--- src/rtl/ppg_pkg.sv ---
package ppg_pkg;

  localparam int unsigned ADDR_W = 3;

  localparam logic [ADDR_W-1:0] ADDR_CTRL  = 3'd0;
  localparam logic [ADDR_W-1:0] ADDR_CFG   = 3'd1;
  localparam logic [ADDR_W-1:0] ADDR_LOW0  = 3'd2;
  localparam logic [ADDR_W-1:0] ADDR_HIGH0 = 3'd3;
  localparam logic [ADDR_W-1:0] ADDR_LOW1  = 3'd4;
  localparam logic [ADDR_W-1:0] ADDR_HIGH1 = 3'd5;
  localparam logic [ADDR_W-1:0] ADDR_FLAGS = 3'd6;

  typedef enum logic [1:0] {
    MODE_SPLIT = 2'd0,
    MODE_WIDE  = 2'd1,
    MODE_PRESC = 2'd2,
    MODE_RSVD  = 2'd3
  } ppgMode_e;

  typedef struct packed {
    logic     run0;
    logic     run1;
    logic     oe0;
    logic     oe1;
    logic     baseTick;
    ppgMode_e mode;
    logic     wrLow0;
    logic     wrHigh0;
    logic     wrLow1;
    logic     wrHigh1;
  } ppgStrobe_t;

endpackage

--- src/rtl/ppg_counter.sv ---
module ppg_counter #(
  parameter int unsigned W = 8
) (
  input  logic         clk,
  input  logic         rstN,
  input  logic         run,
  input  logic         tick,
  input  logic [W-1:0] lowVal,
  input  logic [W-1:0] highVal,
  output logic         level,
  output logic         periodDone
);

  logic         active;
  logic         phaseHigh;
  logic [W-1:0] cnt;
  logic [W-1:0] highHold;
  logic         atZero;

  assign atZero     = (cnt == '0);
  assign periodDone = run && active && tick && phaseHigh && atZero;
  assign level      = phaseHigh;

  always_ff @(posedge clk) begin
    if (!rstN) begin
      active    <= 1'b0;
      phaseHigh <= 1'b0;
      cnt       <= '0;
      highHold  <= '0;
    end else if (!run) begin
      active    <= 1'b0;
      phaseHigh <= 1'b0;
    end else if (!active) begin
      active    <= 1'b1;
      phaseHigh <= 1'b0;
      cnt       <= lowVal;
      highHold  <= highVal;
    end else if (tick) begin
      if (atZero) begin
        if (!phaseHigh) begin
          phaseHigh <= 1'b1;
          cnt       <= highHold;
        end else begin
          phaseHigh <= 1'b0;
          cnt       <= lowVal;
          highHold  <= highVal;
        end
      end else begin
        cnt <= cnt - W'(1);
      end
    end
  end

  // a stopped counter drops its level on the next edge
  a_r7_stop_low: assert property (@(posedge clk) disable iff (!rstN)
    !run |=> !level);

  // a freshly started counter begins in the low phase
  a_r7_start_low: assert property (@(posedge clk) disable iff (!rstN)
    $rose(run) |=> !level);

  // completing a period returns the output to low
  a_r3_done_ends_high: assert property (@(posedge clk) disable iff (!rstN)
    periodDone |=> !level);

endmodule

--- src/rtl/ppg_ctrl.sv ---
module ppg_ctrl
  import ppg_pkg::*;
#(
  parameter int unsigned CW     = 8,
  parameter int unsigned MAXLOG = 4
) (
  input  logic              clk,
  input  logic              rstN,
  input  logic              busWe,
  input  logic [ADDR_W-1:0] busAddr,
  input  logic [CW-1:0]     busWdata,
  output logic [CW-1:0]     busRdata,
  input  logic [CW-1:0]     low0,
  input  logic [CW-1:0]     high0,
  input  logic [CW-1:0]     low1,
  input  logic [CW-1:0]     high1,
  input  logic              done0,
  input  logic              done1,
  output ppgStrobe_t        strb,
  output logic              irq0,
  output logic              irq1
);

  localparam int unsigned SELW = 3;

  logic            en0, en1, oe0, oe1, ie0, ie1;
  ppgMode_e        modeReg;
  ppgMode_e        effMode;
  logic [SELW-1:0] clkSel;
  logic [SELW-1:0] effSel;
  logic [1:0]      flags;
  logic [1:0]      flagClr;
  logic [MAXLOG-1:0] divCnt;
  logic [MAXLOG-1:0] tickMask;
  logic            anyRun;
  logic            baseTick;
  logic [CW-1:0]   rdNext;

  assign anyRun  = en0 || en1;
  assign effMode = (modeReg == MODE_RSVD) ? MODE_SPLIT : modeReg;
  assign effSel  = (clkSel > SELW'(MAXLOG)) ? SELW'(MAXLOG) : clkSel;
  assign flagClr = (busWe && busAddr == ADDR_FLAGS) ? busWdata[1:0] : 2'b00;

  always_comb begin
    for (int i = 0; i < MAXLOG; i++) begin
      tickMask[i] = (SELW'(i) < effSel);
    end
  end

  assign baseTick = anyRun && ((divCnt & tickMask) == tickMask);

  always_ff @(posedge clk) begin
    if (!rstN) begin
      en0     <= 1'b0;
      en1     <= 1'b0;
      oe0     <= 1'b0;
      oe1     <= 1'b0;
      modeReg <= MODE_SPLIT;
      clkSel  <= '0;
      ie0     <= 1'b0;
      ie1     <= 1'b0;
    end else if (busWe) begin
      if (busAddr == ADDR_CTRL) begin
        en0     <= busWdata[0];
        en1     <= busWdata[1];
        oe0     <= busWdata[2];
        oe1     <= busWdata[3];
        modeReg <= ppgMode_e'(busWdata[5:4]);
      end
      if (busAddr == ADDR_CFG) begin
        clkSel <= busWdata[SELW-1:0];
        ie0    <= busWdata[3];
        ie1    <= busWdata[4];
      end
    end
  end

  always_ff @(posedge clk) begin
    if (!rstN) begin
      flags <= 2'b00;
    end else begin
      flags <= (flags & ~flagClr) | {done1, done0};
    end
  end

  always_ff @(posedge clk) begin
    if (!rstN || !anyRun) begin
      divCnt <= '0;
    end else begin
      divCnt <= divCnt + MAXLOG'(1);
    end
  end

  always_comb begin
    rdNext = '0;
    case (busAddr)
      ADDR_CTRL:  rdNext[5:0] = {modeReg, oe1, oe0, en1, en0};
      ADDR_CFG:   rdNext[4:0] = {ie1, ie0, clkSel};
      ADDR_LOW0:  rdNext = low0;
      ADDR_HIGH0: rdNext = high0;
      ADDR_LOW1:  rdNext = low1;
      ADDR_HIGH1: rdNext = high1;
      ADDR_FLAGS: rdNext[1:0] = flags;
      default:    rdNext = '0;
    endcase
  end

  always_ff @(posedge clk) begin
    if (!rstN) busRdata <= '0;
    else       busRdata <= rdNext;
  end

  always_comb begin
    strb          = '0;
    strb.run0     = en0 && (effMode == MODE_SPLIT);
    strb.run1     = en1;
    strb.oe0      = oe0;
    strb.oe1      = oe1;
    strb.baseTick = baseTick;
    strb.mode     = effMode;
    strb.wrLow0   = busWe && (busAddr == ADDR_LOW0);
    strb.wrHigh0  = busWe && (busAddr == ADDR_HIGH0);
    strb.wrLow1   = busWe && (busAddr == ADDR_LOW1);
    strb.wrHigh1  = busWe && (busAddr == ADDR_HIGH1);
  end

  assign irq0 = flags[0] && ie0;
  assign irq1 = flags[1] && ie1;

  // with any divide above one, ticks never come on consecutive cycles
  a_r6_tick_spacing: assert property (@(posedge clk) disable iff (!rstN)
    (baseTick && clkSel != '0) |=> (!baseTick || !$stable(clkSel)));

  // a period end from the datapath always lands in the flag
  a_r10_flag0_set: assert property (@(posedge clk) disable iff (!rstN)
    done0 |=> flags[0]);

  a_r10_flag1_set: assert property (@(posedge clk) disable iff (!rstN)
    done1 |=> flags[1]);

endmodule

--- src/rtl/ppg_datapath.sv ---
module ppg_datapath
  import ppg_pkg::*;
#(
  parameter int unsigned CW = 8
) (
  input  logic          clk,
  input  logic          rstN,
  input  ppgStrobe_t    strb,
  input  logic [CW-1:0] wdata,
  output logic [CW-1:0] low0,
  output logic [CW-1:0] high0,
  output logic [CW-1:0] low1,
  output logic [CW-1:0] high1,
  output logic          pwm0,
  output logic          pwm1,
  output logic          done0,
  output logic          done1
);

  localparam int unsigned WW = 2 * CW;

  logic [CW-1:0] preCnt;
  logic          presc;
  logic          preTick;
  logic          levelA, levelB;
  logic [WW-1:0] lowB, highB;
  logic          tickB;

  always_ff @(posedge clk) begin
    if (!rstN) begin
      low0  <= '0;
      high0 <= '0;
      low1  <= '0;
      high1 <= '0;
    end else begin
      if (strb.wrLow0)  low0  <= wdata;
      if (strb.wrHigh0) high0 <= wdata;
      if (strb.wrLow1)  low1  <= wdata;
      if (strb.wrHigh1) high1 <= wdata;
    end
  end

  assign presc   = (strb.mode == MODE_PRESC) && strb.run1;
  assign preTick = presc && strb.baseTick && (preCnt == '0);

  always_ff @(posedge clk) begin
    if (!rstN) begin
      preCnt <= '0;
    end else if (!presc) begin
      preCnt <= low0;
    end else if (strb.baseTick) begin
      preCnt <= (preCnt == '0) ? low0 : preCnt - CW'(1);
    end
  end

  always_comb begin
    if (strb.mode == MODE_WIDE) begin
      lowB  = {low1, low0};
      highB = {high1, high0};
    end else begin
      lowB  = {{CW{1'b0}}, low1};
      highB = {{CW{1'b0}}, high1};
    end
    tickB = (strb.mode == MODE_PRESC) ? preTick : strb.baseTick;
  end

  ppg_counter #(.W(CW)) uCntA (
    .clk        (clk),
    .rstN       (rstN),
    .run        (strb.run0),
    .tick       (strb.baseTick),
    .lowVal     (low0),
    .highVal    (high0),
    .level      (levelA),
    .periodDone (done0)
  );

  ppg_counter #(.W(WW)) uCntB (
    .clk        (clk),
    .rstN       (rstN),
    .run        (strb.run1),
    .tick       (tickB),
    .lowVal     (lowB),
    .highVal    (highB),
    .level      (levelB),
    .periodDone (done1)
  );

  assign pwm0 = levelA && strb.oe0;
  assign pwm1 = levelB && strb.oe1;

  // when the pair is joined, output 0 goes quiet
  a_r4_out0_idle: assert property (@(posedge clk) disable iff (!rstN)
    (strb.mode != MODE_SPLIT) |=> !pwm0);

  // the prescaled counter never advances twice in a row unless divide is one
  a_r5_pre_spacing: assert property (@(posedge clk) disable iff (!rstN)
    (preTick && low0 != '0 && $stable(low0)) |=> !preTick);

endmodule

--- src/rtl/ppg_top.sv ---
module ppg_top
  import ppg_pkg::*;
#(
  parameter int unsigned CW     = 8,
  parameter int unsigned MAXLOG = 4
) (
  input  logic              clk,
  input  logic              rstN,
  input  logic              busWe,
  input  logic [ADDR_W-1:0] busAddr,
  input  logic [CW-1:0]     busWdata,
  output logic [CW-1:0]     busRdata,
  output logic              pwmOut0,
  output logic              pwmOut1,
  output logic              irq0,
  output logic              irq1
);

  ppgStrobe_t    strb;
  logic [CW-1:0] low0, high0, low1, high1;
  logic          done0, done1;

  ppg_ctrl #(.CW(CW), .MAXLOG(MAXLOG)) uCtrl (
    .clk      (clk),
    .rstN     (rstN),
    .busWe    (busWe),
    .busAddr  (busAddr),
    .busWdata (busWdata),
    .busRdata (busRdata),
    .low0     (low0),
    .high0    (high0),
    .low1     (low1),
    .high1    (high1),
    .done0    (done0),
    .done1    (done1),
    .strb     (strb),
    .irq0     (irq0),
    .irq1     (irq1)
  );

  ppg_datapath #(.CW(CW)) uData (
    .clk   (clk),
    .rstN  (rstN),
    .strb  (strb),
    .wdata (busWdata),
    .low0  (low0),
    .high0 (high0),
    .low1  (low1),
    .high1 (high1),
    .pwm0  (pwmOut0),
    .pwm1  (pwmOut1),
    .done0 (done0),
    .done1 (done1)
  );

endmodule

--- config.mk ---
export PLATFORM = sky130hd
export DESIGN_NAME = ppg_top
export DESIGN_NICKNAME = d
export VERILOG_FILES = /design/src/rtl/ppg_pkg.sv /design/src/rtl/ppg_counter.sv /design/src/rtl/ppg_ctrl.sv /design/src/rtl/ppg_datapath.sv /design/src/rtl/ppg_top.sv
export SDC_FILE = /design/constraint.sdc
export NUM_CORES = 1
export LEC_CHECK = 0
export ABC_CLOCK_PERIOD_IN_PS = 1850
export BUFFER_PORTS_ARGS = -buffer_cell sky130_fd_sc_hd__buf_2
export CORE_ASPECT_RATIO = 1.1
export CORE_MARGIN = 2
export CORE_UTILIZATION = 35
export DETAILED_ROUTE_END_ITERATION = 10
export HOLD_SLACK_MARGIN = 0.05
export SETUP_SLACK_MARGIN = 0.5
export SYNTH_ARGS = -nofsm -noshare
export SYNTH_HDL_FRONTEND = slang
export SYNTH_SLANG_ARGS = --single-unit
--- constraint.sdc ---
create_clock -name clk -period 1.85 [get_ports clk]
set_input_delay 0.2775 -clock clk [delete_from_list [all_inputs] [get_ports clk]]
set_output_delay 0.2775 -clock clk [all_outputs]
set_load 0.01 [all_outputs]
* Word level (Yosys, flattened, before mapping) *
Cells that the tools add are included.

storage, ports and cells
  output and inout port bits = 12
  logic and storage cells = 128
  register bits after elaboration = 117
  input bits = 14

operators by class
  reductions and logical operators = 41
  equal/unequal tests = 17
  order comparisons = 5
  add/sub/neg operators = 4
  bitwise gates (word level) = 4
  muxes and demuxes = 33

operators by type and width
  cell                     count
  $mux W16                 10
  $mux W8                  11
  $logic_and A1 B1 Y1      22
  $pmux W3 S6              1
  $logic_not A16 Y1        1
  $logic_not A8 Y1         2
  $sub A16 B1 Y16 const B  1
  $sub A8 B1 Y8 const B    2
  $pmux W2 S7              1
  $reduce_and A2 Y1        6
  $eq A3 B3 Y1 const B     3
  $ne A2 B1 Y1 const B     4
  $pmux W2 S4              1
  $reduce_and A4 Y1        2
  $eq A3 B2 Y1 const B     2
  $lt A1 B3 Y1 const A     2
  $lt A2 B3 Y1 const A     2
  $ne A2 B2 Y1 const B     3
  $reduce_and A3 Y1        2
  $mux W1                  5
  $pmux W1 S5              1
  $add A4 B1 Y4 const B    1
  $and A4 B4 Y4            1
  $eq A2 B2 Y1 const B     2
  other kinds (13)         16

* Depth between registers and ports, before layout *
  depth after elaboration = 13
  gate-level depth with buffers = 10
  depth with buffers taken out = 8

* By module *
From an unflattened synthesis, not the netlist that was laid out.

unflattened totals
  cell total of the unflattened synthesis = 726
  area, all modules = 6481.2 sq um

modules (own cells, without submodules)
  module                      seq. area each (sq um)  cells each  area an instance (sq um)  times used
  ppg_datapath                800.8                   216         2031.9                    1
  ppg_counter at uData.uCntB  680.7                   238         1981.9                    1
  ppg_ctrl                    500.5                   150         1433.9                    1
  ppg_counter at uData.uCntA  360.3                   122         1033.5                    1

* Worst setup path after synthesis *
No wires, ideal clock.

  path type = register to register
  from = register uData.uCntA.cnt[0]
  to = register uData.uCntA.highHold[0]
  cell stages (with the launch flop) = 10
  data required time = 1734 ps
  buffers on the path = 1
  arrival = 1884 ps
  slack = -150 ps
  cells stage by stage = dfxtp_1 -> inv_1 -> ha_1 -> nor3b_1 -> nand2_2 -> o21ai_1 -> or3b_1 -> buf_2 -> mux2i_1 -> nor2b_1

on the way
  cells in the longest elaborated chain, start to end = 3

RTL lines
  item                                RTL line           text
  start, declared                     ppg_counter.sv:16  logic [W-1:0] cnt;
  start signal, assigned              ppg_counter.sv:36  cnt <= lowVal;
  start signal, assigned              ppg_counter.sv:42  cnt <= highHold;
  start signal, assigned              ppg_counter.sv:45  cnt <= lowVal;
  $logic_not A8 Y1                    ppg_counter.sv:20  assign atZero = (cnt == '0);
  $ne A2 B1 Y1 (no source line)       n/a
  $reduce_and A4 Y1 (no source line)  n/a
  end signal, assigned                ppg_counter.sv:37  highHold <= highVal;
  end signal, assigned                ppg_counter.sv:46  highHold <= highVal;
  end, declared                       ppg_counter.sv:17  logic [W-1:0] highHold;

Every way passes these cells.
A chain may end at the register's enable or synchronous reset.

* Worst setup path in the final report *
  from = register uData.uCntB.cnt[0]
  to = register uData.uCntB.cnt[0]

on the way
  cells in the longest elaborated chain, start to end = 4
  elaborated cells between the ends (all ways) = 5
  classes of those cells = add/sub (1); mux (3); reduce/logical (1)

RTL lines
  item                                                  RTL line                              text
  start, declared                                       ppg_counter.sv:16
  start signal, assigned                                ppg_counter.sv:36
  start signal, assigned                                ppg_counter.sv:42
  start signal, assigned                                ppg_counter.sv:45
  $sub A16 B1 Y16 or $logic_not A16 Y1 (tied branches)  ppg_counter.sv:49, ppg_counter.sv:20
  $mux W16 *                                            ppg_counter.sv:39                     if (atZero) begin
  $mux W16 *                                            ppg_counter.sv:38                     end else if (tick) begin
  $mux W16 *                                            ppg_counter.sv:33                     end else if (!active) begin

Every way passes the cells marked *; elsewhere a longest branch is shown, timed or not. The select of a mux whose other input is x is not followed.

==> results.tsv <==
metric	value	unit
grt ovf	0	
FF+latch area	2382	sq um
fill cell count	1633	
Finished Core Util	0.5127	
post-synthesis area per instance	8.160	sq um
Iter 0 DRT Violations	634	
Net Sw Frac	0.2606	
Num CTS Buffers	17	
nature of the critical path endpoint	register	
largest net degree at the start of global routing	41	
# nets final	961	
layout cells sized above 1	0.3853	
Post-Layout Cell Count	1193	
H-Tree Depth	4	
Worst R2R Path Depth	11	
outcome	complete, but fails checks	
Die Y	146.9	um
synthesized instance count	796	
CTS tree	built	
Req. time, crit path	2.14	ns
asr flop ratio synth	0	
Crit Path Class	register to register	
post-synth top area share	0.3606	
CP Buf/Inv Count	4	
Syn Std Cell Area	6495	sq um
top area cells in the synthesized netlist	dfxtp_1 36%, nand2_1 6.9%, mux2i_1 6.0%	
first-pass GRT wire length	34240	um
Max Slew Vio Count	0	
RSZ-0062 raised after global routing	true	
die area	19660	sq um
Clk pin slew, worst setup/hold paths	0.06	ns
Int Power	5.106	mW
CP startpoint kind	register	
Tmin final	1.978	ns
Post-DRT Antenna Nets	0	
Max-cap violations	0	
CP most frequent cell	buf_6	
Vias/cell	5.576	
Synth Warn #	0	
Routed wire per std cell	18.79	um
Pleak	3.526	nW
Initial Utilization	0.3553	
max_slew headroom	0.6583	
Slowest cell on crit path	dfxtp_2	
#FFs+latches synth	117	
TNS Setup	-1.301	ns
crit-path cells	inv_4 > ha_4 > nor4b_4 > buf_4 > nand4_1 > buf_6 > buf_6 > nor3_2 > a21oi_1 > o31ai_1 > a211oi_1	
drt drc	0	
worst-case vdd ir drop	0.6178	mV
CTS Buffer Depth	2	
failing checks	negative setup slack	
Setup Skew	0.01159	ns
hold path depth	3	
Clock Sinks	117	
dpl cells	1118	
multi-input logic area	4521	sq um
FMAX	0.5055	GHz
die width	133.9	um
Routed WL	22420	um
Cell variety after synth	77	
power per cell area	736.7	nW/um^2
cell taking the most area after synthesis	dfxtp_1	
DP HPWL	14760	um
Top delay family on crit path	buffers and inverters	
first-pass iteration count of the detailed router	6	
hold-fix buffers at CTS	0	
Reg power frac	0.377	
crit-path max FO	5	
Ant. Diodes	0	
root buffer cell	clkbuf_16	
commonest cells after routing, fill and taps aside	118 x buf_4, 111 x nand2_1, 91 x dfxtp_1	
WP depth	11	
# rows	52	
Setup Viol. Count Final	32	
part of the power in the clock network	0.490	
switching pwr	1.799	mW
max incr delay on CP	0.34	ns
HP Class	input pin to register	
IO Pins	26	
worst slew pin tran	0.5120	ns
syn nets	819	
sequential share of the synthesized area	0.3606	
leading register cell type out of synthesis	dfxtp_1	
via count	6652	
number of synthesized flops with an enable pin	0	
Design Power	6.905	mW
Tcrit/Tclk final	1.069	
Final Hold Violating Endpoints	0	
RD Place Congestion	0.8516	
vias in the first global route	6313	
CP arrival	2.27	ns
combinational power share	0.133	
initial antenna violation count	0	
global-route usage over all layers	0.2244	
most common cell after layout, fill and taps aside	buf_4	
flop2flop setup slack	-0.13	ns
Place WS	-0.1434	ns
number of port buffers	25	
Final WS setup	-0.1281	ns
Core Area	18280	sq um
Syn-to-layout area delta	44.33	%
Worst-Skew Late Latency	0.43	ns
[power by group through the flow]
stage	Sequential (mW)	Clock [mW]	Combinational, mW
final	2.60	3.39	0.917
after global routing	2.60	3.58	0.978
after CTS	2.60	3.43	0.817
after detailed placement	2.66	0	0.681
after global placement	2.66	0	0.681
after floorplan	2.64	0	0.440
[tightest hold or removal path, delay by kind of cell]
kind / cells / cell delay [ns]
and+or+nand+nor: 1 / 0.06
buffers and inverters: 1 / 0.15
AOI/OAI and AO/OA: 1 / 0.07
[kinds of logic after synthesis]
| group | share of synthesized area |
|---|---|
| flops | 0.3606 |
| fa+ha+maj | 0.01734 |
| simple gates | 0.2433 |
| compound gates | 0.2393 |
| buf+inv | 0.05028 |
| mux | 0.07571 |
| xor+xnor | 0.01349 |
[flip-flops by register name, indices dropped and copies added, names as in the netlist, 2 cells and up]
name                  cells
uData.high1               8
uData.low0                8
uCtrl.divCnt              4
uData.uCntB.highHold     16
uCtrl.clkSel              3
uData.low1                8
uData.preCnt              8
uData.uCntB.cnt          16
uData.high0               8
uData.uCntA.highHold      8
uData.uCntA.cnt           8
uCtrl.modeReg             2
uCtrl.flags               2
uCtrl.busRdata            8
[layout make-up]
cell class / count / area share
clock inverters: 14 / 0.01895
repair buffers: 177 / 0.1559
clock buffers: 17 / 0.04538
multi-input cells: 599 / 0.4822
well taps: 243 / 0.03243
inverters: 26 / 0.01094
flip-flops and latches: 117 / 0.2541
[routing by layer]
layer,GRT usage,wire (um),part of all wire,up-vias
met5,0,0,0,-
met1,0.2962,9430,0.42,3172
met4,0.1085,823,0.037,0
met3,0.04762,1434,0.064,57
li1,-,-,-,3157
met2,0.3485,10730,0.48,266
[repair_timing]
| item | 4_1_cts | 5_1_grt |
|---|---|---|
| gates cloned | 3 | 0 |
| pin swaps | 41 | 46 |
| resized for setup | 100 | 73 |
| buffers inserted | 24 | 17 |
| endpoints found under the setup margin | 66 | 71 |
[synth_stat cells (5+ instances only)]
library cell,number
and3_1,6
a31oi_1,10
xnor2_1,7
a32oi_1,7
ha_1,9
o211ai_1,12
nand2_1,119
mux2i_1,39
a22oi_1,7
o21a_1,6
clkbuf_1,37
a21oi_1,37
nand3_1,32
mux2_2,5
nand4_1,6
buf_2,8
o221ai_1,7
o2bb2ai_1,10
nand2b_1,5
nor2b_1,33
buf_1,5
o31ai_1,10
dfxtp_1,117
a21boi_0,42
inv_1,25
nor2_1,42
o21ai_0,34
and2_1,13
nor3_1,22
[per-stage QoR]
stage	cell area (sq um)	hold slack [ns]
floorplan	6843	0.4224
global placement	7781	0.4576
detailed placement	7781	0.4652
CTS	8937	0.1602
global route	9374	0.1787
finish	9374	0.1721
[final timing paths]
path / to / startpoint
setup / recovery: uData.uCntB.cnt[0] / uData.uCntB.cnt[0]
hold / removal: uData.high1[6] / busWdata[6]
setup reg to reg: uData.uCntB.cnt[0] / uData.uCntB.cnt[0]
hold reg to reg: uData.uCntB.highHold[1] / uData.uCntB.highHold[1]
(Power assumes the default switching activity.)
